## src/rtl/pio_pkg.sv

```systemverilog
package pio_pkg;

  typedef enum logic [1:0] {
    OFS_A    = 2'd0,
    OFS_B    = 2'd1,
    OFS_C    = 2'd2,
    OFS_CTRL = 2'd3
  } pio_ofs_e;

  // Decoded configuration state; *_in = 1 means the lines are inputs.
  typedef struct packed {
    logic [1:0] a_mode;
    logic       b_mode;
    logic       a_in;
    logic       chi_in;
    logic       b_in;
    logic       clo_in;
  } pio_cfg_t;

  localparam pio_cfg_t CFG_RESET = '{a_mode: 2'b00, b_mode: 1'b0,
                                     a_in: 1'b1, chi_in: 1'b1,
                                     b_in: 1'b1, clo_in: 1'b1};

endpackage

```

## src/rtl/pio_ctl_decode.sv

```systemverilog
module pio_ctl_decode
  import pio_pkg::*;
#(
  parameter int DATA_W = 8,
  localparam int SEL_W = $clog2(DATA_W)
) (
  input  logic              clk,
  input  logic              rst_n,
  input  logic              ctl_wr,
  input  logic [DATA_W-1:0] wdata,
  output pio_cfg_t          cfg,
  output logic              mode_set,
  output logic              bsr_en,
  output logic [SEL_W-1:0]  bsr_idx,
  output logic              bsr_val
);

  assign mode_set = ctl_wr &  wdata[DATA_W-1];
  assign bsr_en   = ctl_wr & ~wdata[DATA_W-1];
  assign bsr_idx  = wdata[SEL_W:1];
  assign bsr_val  = wdata[0];

  always_ff @(posedge clk) begin
    if (!rst_n) begin
      cfg <= CFG_RESET;
    end else if (mode_set) begin
      cfg.a_mode <= wdata[6:5];
      cfg.a_in   <= wdata[4];
      cfg.chi_in <= wdata[3];
      cfg.b_mode <= wdata[2];
      cfg.b_in   <= wdata[1];
      cfg.clo_in <= wdata[0];
    end
  end


  bsr_keeps_cfg_chk: assert property (@(posedge clk) disable iff (!rst_n)
    bsr_en |=> $stable(cfg));

endmodule

```

## src/rtl/pio_out_latch.sv

```systemverilog
module pio_out_latch #(
  parameter int W     = 8,
  parameter int IDX_W = 3
) (
  input  logic             clk,
  input  logic             rst_n,
  input  logic             clr,
  input  logic             wr_en,
  input  logic [W-1:0]     wr_data,
  input  logic             bit_en,
  input  logic [IDX_W-1:0] bit_idx,
  input  logic             bit_val,
  output logic [W-1:0]     q
);

  always_ff @(posedge clk) begin
    if (!rst_n)      q <= '0;
    else if (clr)    q <= '0;
    else if (wr_en)  q <= wr_data;
    else if (bit_en) q[bit_idx] <= bit_val;
  end


  clr_zero_chk: assert property (@(posedge clk) disable iff (!rst_n)
    clr |=> (q == '0));


  single_bit_chk: assert property (@(posedge clk) disable iff (!rst_n)
    (bit_en && !clr && !wr_en) |=> ($countones(q ^ $past(q)) <= 1));


  hold_chk: assert property (@(posedge clk) disable iff (!rst_n)
    (!clr && !wr_en && !bit_en) |=> $stable(q));

endmodule

```

## src/rtl/pio_read_mux.sv

```systemverilog
module pio_read_mux
  import pio_pkg::*;
#(
  parameter int DATA_W = 8,
  localparam int NIB_W = DATA_W / 2
) (
  input  logic              rd_stb,
  input  logic [1:0]        addr,
  input  pio_cfg_t          cfg,
  input  logic [DATA_W-1:0] pa_in,
  input  logic [DATA_W-1:0] pa_q,
  input  logic [DATA_W-1:0] pb_in,
  input  logic [DATA_W-1:0] pb_q,
  input  logic [DATA_W-1:0] pc_in,
  input  logic [DATA_W-1:0] pc_q,
  output logic [DATA_W-1:0] rdata
);

  logic [DATA_W-1:0] pc_view;
  logic [1:0]        nib_in;

  assign nib_in = {cfg.chi_in, cfg.clo_in};

  for (genvar n = 0; n < 2; n++) begin : g_nib
    assign pc_view[n*NIB_W +: NIB_W] =
      nib_in[n] ? pc_in[n*NIB_W +: NIB_W] : pc_q[n*NIB_W +: NIB_W];
  end

  always_comb begin
    rdata = '0;
    if (rd_stb) begin
      unique case (addr)
        OFS_A:   rdata = cfg.a_in ? pa_in : pa_q;
        OFS_B:   rdata = cfg.b_in ? pb_in : pb_q;
        OFS_C:   rdata = pc_view;
        default: rdata = '1;
      endcase
    end
  end

endmodule

```

## src/rtl/pio_triport.sv

```systemverilog
module pio_triport
  import pio_pkg::*;
#(
  parameter int DATA_W = 8,
  localparam int NIB_W = DATA_W / 2,
  localparam int SEL_W = $clog2(DATA_W)
) (
  input  logic              clk,
  input  logic              rst_n,
  input  logic [1:0]        addr,
  input  logic              rd_stb,
  input  logic              wr_stb,
  input  logic [DATA_W-1:0] wdata,
  output logic [DATA_W-1:0] rdata,
  input  logic [DATA_W-1:0] pa_in,
  output logic [DATA_W-1:0] pa_out,
  output logic [DATA_W-1:0] pa_oe,
  input  logic [DATA_W-1:0] pb_in,
  output logic [DATA_W-1:0] pb_out,
  output logic [DATA_W-1:0] pb_oe,
  input  logic [DATA_W-1:0] pc_in,
  output logic [DATA_W-1:0] pc_out,
  output logic [DATA_W-1:0] pc_oe,
  output logic [1:0]        grp_a_mode,
  output logic              grp_b_mode
);

  pio_cfg_t         cfg;
  logic             mode_set, bsr_en, bsr_val;
  logic [SEL_W-1:0] bsr_idx;
  logic             wr_a, wr_b, wr_c, wr_ctl;
  logic [1:0]       nib_in;

  assign wr_a   = wr_stb && (addr == OFS_A);
  assign wr_b   = wr_stb && (addr == OFS_B);
  assign wr_c   = wr_stb && (addr == OFS_C);
  assign wr_ctl = wr_stb && (addr == OFS_CTRL);

  pio_ctl_decode #(.DATA_W(DATA_W)) u_ctl (
    .clk(clk), .rst_n(rst_n), .ctl_wr(wr_ctl), .wdata(wdata),
    .cfg(cfg), .mode_set(mode_set), .bsr_en(bsr_en),
    .bsr_idx(bsr_idx), .bsr_val(bsr_val)
  );

  pio_out_latch #(.W(DATA_W), .IDX_W(SEL_W)) u_lat_a (
    .clk(clk), .rst_n(rst_n), .clr(mode_set), .wr_en(wr_a), .wr_data(wdata),
    .bit_en(1'b0), .bit_idx('0), .bit_val(1'b0), .q(pa_out)
  );

  pio_out_latch #(.W(DATA_W), .IDX_W(SEL_W)) u_lat_b (
    .clk(clk), .rst_n(rst_n), .clr(mode_set), .wr_en(wr_b), .wr_data(wdata),
    .bit_en(1'b0), .bit_idx('0), .bit_val(1'b0), .q(pb_out)
  );

  pio_out_latch #(.W(DATA_W), .IDX_W(SEL_W)) u_lat_c (
    .clk(clk), .rst_n(rst_n), .clr(mode_set), .wr_en(wr_c), .wr_data(wdata),
    .bit_en(bsr_en), .bit_idx(bsr_idx), .bit_val(bsr_val), .q(pc_out)
  );

  assign pa_oe = {DATA_W{~cfg.a_in}};
  assign pb_oe = {DATA_W{~cfg.b_in}};
  assign nib_in = {cfg.chi_in, cfg.clo_in};

  for (genvar n = 0; n < 2; n++) begin : g_c_oe
    assign pc_oe[n*NIB_W +: NIB_W] = {NIB_W{~nib_in[n]}};
  end

  assign grp_a_mode = cfg.a_mode;
  assign grp_b_mode = cfg.b_mode;

  pio_read_mux #(.DATA_W(DATA_W)) u_rd (
    .rd_stb(rd_stb), .addr(addr), .cfg(cfg),
    .pa_in(pa_in), .pa_q(pa_out), .pb_in(pb_in), .pb_q(pb_out),
    .pc_in(pc_in), .pc_q(pc_out), .rdata(rdata)
  );


  cfg_clears_latches_chk: assert property (@(posedge clk) disable iff (!rst_n)
    (wr_stb && addr == 2'd3 && wdata[7]) |=>
      (pa_out == '0 && pb_out == '0 && pc_out == '0));


  port_a_dir_chk: assert property (@(posedge clk) disable iff (!rst_n)
    (wr_stb && addr == 2'd3 && wdata[7]) |=>
      (pa_oe == {DATA_W{~$past(wdata[4])}}));


  bsr_keeps_pins_chk: assert property (@(posedge clk) disable iff (!rst_n)
    (wr_stb && addr == 2'd3 && !wdata[7]) |=>
      ($stable(pa_oe) && $stable(pb_oe) && $stable(pc_oe) &&
       $stable(pa_out) && $stable(pb_out) && $stable(grp_a_mode) &&
       $stable(grp_b_mode)));


  idle_stable_chk: assert property (@(posedge clk) disable iff (!rst_n)
    !wr_stb |=> ($stable(pa_out) && $stable(pb_out) && $stable(pc_out) &&
                 $stable(pa_oe) && $stable(pb_oe) && $stable(pc_oe)));

endmodule

```

## config.mk

```make
export PLATFORM = sky130hd
export DESIGN_NAME = pio_triport
export DESIGN_NICKNAME = d
export VERILOG_FILES = /design/src/rtl/pio_pkg.sv /design/src/rtl/pio_ctl_decode.sv /design/src/rtl/pio_out_latch.sv /design/src/rtl/pio_read_mux.sv /design/src/rtl/pio_triport.sv
export SDC_FILE = /design/constraint.sdc
export NUM_CORES = 1
export LEC_CHECK = 0
export BUFFER_PORTS_ARGS = -buffer_cell sky130_fd_sc_hd__buf_2
export CORE_MARGIN = 2
export CORE_UTILIZATION = 45
export DETAILED_ROUTE_END_ITERATION = 10
export PLACE_DENSITY = 0.8
export SLEW_MARGIN = 20
export SYNTH_ARGS = -nofsm -noshare
export SYNTH_HDL_FRONTEND = slang
export SYNTH_HIERARCHICAL = 1
export SYNTH_SLANG_ARGS = --single-unit
```

## constraint.sdc

```tcl
create_clock -name clk -period 1.94 [get_ports clk]
set_clock_uncertainty 0.05 [all_clocks]
set_input_delay 0.194 -clock clk [delete_from_list [all_inputs] [get_ports clk]]
set_output_delay 0.194 -clock clk [all_outputs]
set_load 0.01 [all_outputs]
```

==> run summary, run 1 <==
commonest cells after routing, fill and taps aside: buf_2, conb_1, dfxtp_1
Comb power frac: 24.1%
worst min path class: primary input to register
Core Region: 5042 sq um
final WL: 6.224 mm
CTS Buf Count: 5
clock power share: 32.1%
CTS Hold Bufs: 0
Crit Path Class: register to output port
# clock sinks: 31
min-delay src: rst_n
Worst Path Arrival: 1590 ps
first-pass GRT wire length: 9.439 mm
Max Clock Freq: 543.8 MHz
yosys warns: 6
drt wl/cell: 13.44 um
fin crit period: 1839 ps
routed vias: 2293
pwr dens: 534.1 nW/um^2
Pins Over Slew Limit: 0
peak supply drop: 0.2998 mV
Net Switching: 481.7 uW
final hold vios: 0
Starting Density: 45.98%
Root Driver: clkbuf_8
synthesis-to-finish area growth: 29.52%
GRT Residual Overflow: 0
Setup-failing EPs final: 0
worst-margin pin slew: 532.5 ps
Clk Latency, worst-skew pair: 270 ps
Setup TNS: 0 ps
number of cell rows: 26
nets: 431
die area: 5743 sq um
RR Endpoint: u_lat_b/q[6]$_SDFFE_PP0P_
FF-to-FF Start: u_lat_b/q[6]$_SDFFE_PP0P_
Die Y-Extent: 75.78 um
fill count: 471
number of synthesized flops with an enable pin: 0
worst reg2reg path depth: 2
largest net degree at the start of global routing: 18
syn_area_per_cell: 9.164 sq um
# Max-Cap Violations: 0
Seq/Total Area, Yosys: 26.77%
TritonRoute pass-1 iters: 4
r2r setup slk: 930 ps
half-perimeter wire length after placement: 4.863 mm
Yosys reg bits: 31
drt initial violations: 152
post-route ant nets: 0
RSZ-0062 raised after global routing: no
DRC viols: 0
H-tree lvl count: 2
Hold Crit Depth: 2
initial antenna violation count: 0
CTS tree: done
post-cts resize count: 0
share of cells above drive strength 1: 33.59%
Placement Setup Slack: 48.08 ps
Worst-path clk slew: 70 ps
Via density: 4.952
Die Wd: 75.78 um
Async S/R FF share, synth: 0%
worst endpoint required time: 1700 ps
Main synth FF type: dfxtp_1
Max Buffers Root-to-Sink: 2
Worst setup SP type: register
most common cell after layout, fill and taps aside: buf_2
Leakage Power: 0.001684 uW
Power Internal: 1122 uW
worst-path fanout max: 5
Seq pwr share: 43.8%
Post-CTS Setup Repair Bufs: 0
fin crit share: 94.78%
status: completed
Slew Limit Headroom: 64.50%
I/O pin cnt: 97
Total GRT Usage: 21.99%
vias in the first global route: 2007
synth unique cells: 31
CP Capture Type: output port
Netlist Area Pre-Place: 2318 sq um
Antenna diodes: 0
sw frac: 30.03%
port buffer count: 96
Mapped Cells: 253
Setup WS post-layout: 101.2 ps
Hold Path End: u_ctl/cfg[1]$_SDFFE_PN1P_
routability congestion estimate: 0.8095
-- metrics by stage --
| step | hold slack, ps | cells | power, uW | area (sq um) | util (%) |
|---|---|---|---|---|---|
| after floorplan | 300.7 | 318 | 963.9 | 2562 | - |
| after global placement | 405.9 | 456 | 1089 | 2915 | 57.82 |
| after detailed placement | 404.9 | 456 | 1096 | 2915 | 57.82 |
| after CTS | 144.8 | 463 | 1602 | 3003 | 59.55 |
| after global routing | 168.5 | 463 | 1682 | 3003 | 59.55 |
| final | 149.6 | 463 | 1604 | 3003 | 59.55 |
-- routing by layer --
layer	vias up	track usage, %	wire [um]
li1	1156	-	-
met1	1050	28.87	2906
met2	79	35.34	2830
met3	8	5.026	373
met4	0	7.797	114
met5	-	0	0
-- Yosys cell counts (4+ instances only) --
| library cell | n | area share, % |
|---|---|---|
| a2111oi_1 | 9 | 3.9 |
| a22oi_1 | 8 | 2.6 |
| and4b_1 | 6 | 2.6 |
| dfxtp_1 | 31 | 27 |
| buf_6 | 4 | 1.9 |
| nor3_1 | 24 | 5.2 |
| mux2i_1 | 24 | 10 |
| o211ai_2 | 4 | 2.2 |
| nand3_1 | 4 | 0.86 |
| a2111oi_0 | 15 | 5.7 |
| nand2_1 | 11 | 1.8 |
| nor2b_1 | 27 | 7.3 |
| inv_1 | 8 | 1.3 |
| and3_1 | 8 | 2.2 |
| and4bb_1 | 9 | 4.9 |
| buf_4 | 29 | 9.4 |
-- critical path, cell delays in order, from the launching register on --
cell and delay, ps:
dfxtp_1 470, buf_4 190, mux2i_1 220, a22oi_1 100, and3_1 200, buf_2 130
-- kinds of logic (layout without fill, tap and decap cells) --
| kind of cell | count (synthesis) | after routing | share of synthesized area, % |
|---|---|---|---|
| AND/OR/NAND/NOR | 113 | 113 | 33.78 |
| multiplexers | 24 | 24 | 10.36 |
| flip-flops | 31 | 31 | 26.77 |
| AO/OA/AOI/OAI | 39 | 39 | 15.44 |
| buffers and inverters | 45 | 120 | 13.49 |
| other | 1 | 66 | 0.1617 |
-- how the worst max path moves through the flow --
stage | slack [ps] | depth (start not counted) | start | end
2_1_floorplan | 410 | 6 | wr_stb | u_lat_c/q[0]$_SDFFE_PP0P_
3_3_place_gp | 190 | 6 | addr[1] | u_lat_c/q[0]$_SDFFE_PP0P_
6_report | 100 | 5 | u_ctl/cfg[1]$_SDFFE_PN1P_ | rdata[2]
4_1_cts | 110 | 5 | u_ctl/cfg[3]$_SDFFE_PN1P_ | rdata[5]
3_5_place_dp | 50 | 6 | addr[1] | u_lat_b/q[6]$_SDFFE_PP0P_
5_1_grt | 40 | 5 | u_ctl/cfg[1]$_SDFFE_PN1P_ | rdata[2]
-- power by group through the flow --
stage | Clock (uW) | Sequential, uW | Combinational, uW
after global placement | 0 | 716 | 372
after floorplan | 0 | 725 | 239
after detailed placement | 0 | 717 | 379
final | 514 | 703 | 387
after CTS | 519 | 703 | 381
after global routing | 545 | 707 | 429
-- registers in the layout, summed over array words and instances (netlist names) --
name,flops
u_lat_b/q,8
u_lat_a/q,8
u_ctl/cfg,7
u_lat_c/q,8
-- area by class of cell --
type | instances | area [sq um] | area share [%]
clock inverters | 1 | 5.005 | 0.1667
repair buffers | 105 | 548.0 | 18.25
flip-flops and latches | 31 | 620.6 | 20.67
multi-input cells | 242 | 1629 | 54.25
inverters | 8 | 30.03 | 1.000
clock buffers | 6 | 82.58 | 2.750
well taps | 70 | 87.58 | 2.917
Power figures use the tool's default switching activity.
==> inputs of run 2 (changes only) <==
CORE_MARGIN = default   (was 2)
REMOVE_ABC_BUFFERS = 1   (was default)
==> run summary, run 2 (synthesis results as in run 1) <==
drt initial violations: 185
Pins Over Slew Limit: 0
Setup TNS: 0 ps
Crit Path Class: register to output port
Die Y-Extent: 73.78 um
peak supply drop: 0.3771 mV
Worst setup SP type: register
min-delay src: rst_n
TritonRoute pass-1 iters: 4
Leakage Power: 0.001675 uW
CTS Buf Count: 5
fin crit share: 94.95%
Total GRT Usage: 24.19%
total power draw: 1649 uW
worst-path fanout max: 10
fin crit period: 1842 ps
CTS tree: done
Die Wd: 73.78 um
Worst-path clk slew: 60 ps
port buffer count: 96
die area: 5443 sq um
Antenna diodes: 0
synthesis-to-finish area growth: 29.41%
half-perimeter wire length after placement: 4.791 mm
RSZ-0062 raised after global routing: no
Via density: 5.076
share of cells above drive strength 1: 33.42%
CP Capture Type: output port
post-route ant nets: 0
GRT Residual Overflow: 0
final hold vios: 0
first-pass GRT wire length: 9.563 mm
Core Region: 4848 sq um
commonest cells after routing, fill and taps aside: buf_2, conb_1, dfxtp_1
cell area after layout: 3000 sq um
worst min path class: primary input to register
# Max-Cap Violations: 0
drt wl/cell: 13.66 um
Max Buffers Root-to-Sink: 2
Worst Path Arrival: 1600 ps
H-tree lvl count: 2
Max Clock Freq: 542.9 MHz
Clk Latency, worst-skew pair: 290 ps
# clock sinks: 31
Top Registers: u_lat_a/q (8), u_lat_b/q (8), u_lat_c/q (8)
routed vias: 2330
routability congestion estimate: 0.8134
FF-to-FF Start: u_lat_c/q[0]$_SDFFE_PP0P_
worst endpoint required time: 1700 ps
vias in the first global route: 2029
Final Util: 61.88%
Slew Limit Headroom: 62.84%
CTS Hold Bufs: 0
CP startpoint: u_ctl/cfg[3]$_SDFFE_PN1P_
DRC viols: 0
I/O pin cnt: 97
most common cell after layout, fill and taps aside: buf_2
largest net degree at the start of global routing: 18
nets: 429
pwr dens: 549.7 nW/um^2
dpl cell area: 2897 sq um
status: completed
Setup-failing EPs final: 0
Starting Density: 47.82%
Root Driver: clkbuf_8
number of cell rows: 25
final WL: 6.272 mm
worst-margin pin slew: 557.4 ps
initial antenna violation count: 0
[run 2: final cells by class]
cell class / count / area (sq um)
timing repair buffer: 103 / 533.0
inverter: 8 / 30.03
sequential: 31 / 620.6
clock buffer: 8 / 100.1
fill: 428 / 1848
multi-input combinational: 242 / 1633
tap: 67 / 83.83
[run 2: worst paths after layout]
path | endpoint | slack [ps] | cells past startpoint
min | u_ctl/cfg[3]$_SDFFE_PN1P_ | 150 | 2
max | rdata[3] | 100 | 5
min reg2reg | u_ctl/cfg[6]$_SDFFE_PN0P_ | 420 | 2
max reg2reg | u_lat_c/q[0]$_SDFFE_PP0P_ | 820 | 2
[run 2: routing by layer]
layer,part of all wire [%],global-route usage [%],vias to the layer above
met1,44,30.69,1066
met4,2.2,11.75,0
met2,46,38.63,99
li1,-,-,1150
met3,7.6,5.350,15
met5,0,0,-
[run 2: power breakdown]
group / total (uW) / switching [uW] / leakage, uW / internal [uW]
logic: 385 / 214 / 0.00137 / 171
registers: 704 / 31.3 / 0.000254 / 673
clock network: 560 / 237 / 0.0000515 / 323
total: 1650 / 483 / 0.00167 / 1170
[run 2: what timing repair did]
item                                    in CTS  in global routing
endpoints found under the setup margin       0                  1
setup buffers                                0                  0
gates resized for setup                      0                  1
[run 2: per-stage QoR]
stage	worst slack, ps	hold slack, ps	std cells
2_1_floorplan	425.9	208.6	281
3_3_place_gp	223.1	404.7	451
3_5_place_dp	113.9	407.2	451
4_1_cts	93.78	147.5	459
5_1_grt	13.31	154.6	459
6_report	97.88	153.9	459
[run 2: worst max-delay path: stages, from the launching register on]
cell	delay, ps
dfxtp_1	310
buf_4	200
mux2i_1	350
a22oi_1	140
and3_1	180
buf_2	130
==> inputs of run 3 (changes only) <==
REMOVE_ABC_BUFFERS = default   (was 1)
==> run summary, run 3 (synthesis results as in run 1) <==
I/O pin cnt: 97
peak supply drop: 0.3557 mV
nets: 429
worst min path class: primary input to register
pwr dens: 552.8 nW/um^2
port buffer count: 96
CTS Buf Count: 5
post-route ant nets: 0
Die Y-Extent: 73.78 um
routability congestion estimate: 0.8276
met1 global-route usage: 30.42%
GR Util met3: 5.624%
Core Region: 4848 sq um
worst-path fanout max: 6
half-perimeter wire length after placement: 4.752 mm
worst endpoint required time: 1700 ps
Worst-path clk slew: 70 ps
GRT Residual Overflow: 0
RSZ-0062 raised after global routing: no
commonest cells after routing, fill and taps aside: buf_2, conb_1, dfxtp_1
Root Driver: clkbuf_8
first-pass GRT wire length: 9.922 mm
DRC viols: 0
post-cts resize count: 0
die area: 5443 sq um
status: completed
Setup-failing EPs final: 0
number of cell rows: 25
routed vias: 2316
CTS Hold Bufs: 0
synthesis-to-finish area growth: 29.25%
Slew Limit Headroom: 62.16%
final hold vios: 0
Post-CTS Setup Repair Bufs: 0
Via density: 5.046
fin crit period: 1820 ps
CP Capture Type: output port
largest net degree at the start of global routing: 18
placed insts: 451
initial antenna violation count: 0
Non-Filler Instances: 459
Crit Path Class: register to output port
Clk Latency, worst-skew pair: 290 ps
met2 global-route usage: 42.51%
share of cells above drive strength 1: 33.16%
# Max-Cap Violations: 0
Worst Path Arrival: 1580 ps
drt initial violations: 167
most common cell after layout, fill and taps aside: buf_2
TritonRoute pass-1 iters: 4
Starting Density: 47.82%
CTS tree: done
fin crit share: 93.82%
Top Registers: u_lat_a/q (8), u_lat_b/q (8), u_lat_c/q (8)
Worst setup SP type: register
Die Wd: 73.78 um
final WL: 6.293 mm
drt wl/cell: 13.71 um
vias in the first global route: 2077
Setup TNS: 0 ps
Max Clock Freq: 549.4 MHz
Leakage Power: 0.001679 uW
Pins Over Slew Limit: 0
worst-margin pin slew: 567.6 ps
H-tree lvl count: 2
Antenna diodes: 0
Most Crowded Layer GR: met2
# clock sinks: 31
fill count: 447
Total GRT Usage: 24.45%
Max Buffers Root-to-Sink: 2
## run 3: critical path, stage by stage, from the launching register on
cell	delay, ps
dfxtp_1	520
mux2i_1	340
nand2_1	90
and3_1	200
buf_2	130
## run 3: per-stage QoR
stage	total power (uW)	util (%)	hold WS, ps	instance area (sq um)	worst slack, ps
5_1_grt	1742	61.81	153.5	2997	77.84
3_3_place_gp	1085	59.74	398.4	2897	119.9
6_report	1656	61.81	152.6	2997	119.8
2_1_floorplan	963.9	-	300.7	2562	412.1
4_1_cts	1662	61.81	146.0	2997	130.7
3_5_place_dp	1093	59.74	409.0	2897	20.03
## run 3: layout make-up
type,instances,area (sq um),area share [%]
flip-flops and latches,31,620.6,20.71
multi-input cells,242,1629,54.36
inverters,8,30.03,1.002
well taps,67,83.83,2.797
clock buffers,8,100.1,3.340
repair buffers,103,533.0,17.79
## run 3: power breakdown
part / internal [uW] / leakage, uW / total (uW) / switching (uW)
clock network: 324 / 0.0000515 / 570 / 246
registers: 673 / 0.000254 / 700 / 27.2
logic: 170 / 0.00137 / 386 / 216
total: 1170 / 0.00168 / 1660 / 490
## run 3: path summary, 6_finish.rpt
kind / depth (start not counted) / end / startpoint / slack, ps
worst max-delay path: 4 / rdata[2] / u_ctl/cfg[0]$_SDFFE_PN1P_ / 120
worst min-delay path: 2 / u_ctl/cfg[0]$_SDFFE_PN1P_ / rst_n / 150
worst max register to register: 2 / u_lat_b/q[0]$_SDFFE_PP0P_ / u_lat_b/q[0]$_SDFFE_PP0P_ / 940
worst min register to register: 2 / u_ctl/cfg[5]$_SDFFE_PN0P_ / u_ctl/cfg[5]$_SDFFE_PN0P_ / 420
## run 3: per-layer routing
layer  vias to the layer above  share of wire (%)
met5                         -                  0
met2                        89                 48
met3                         7                6.8
li1                       1148                  -
met4                         0               0.95
met1                      1072                 44
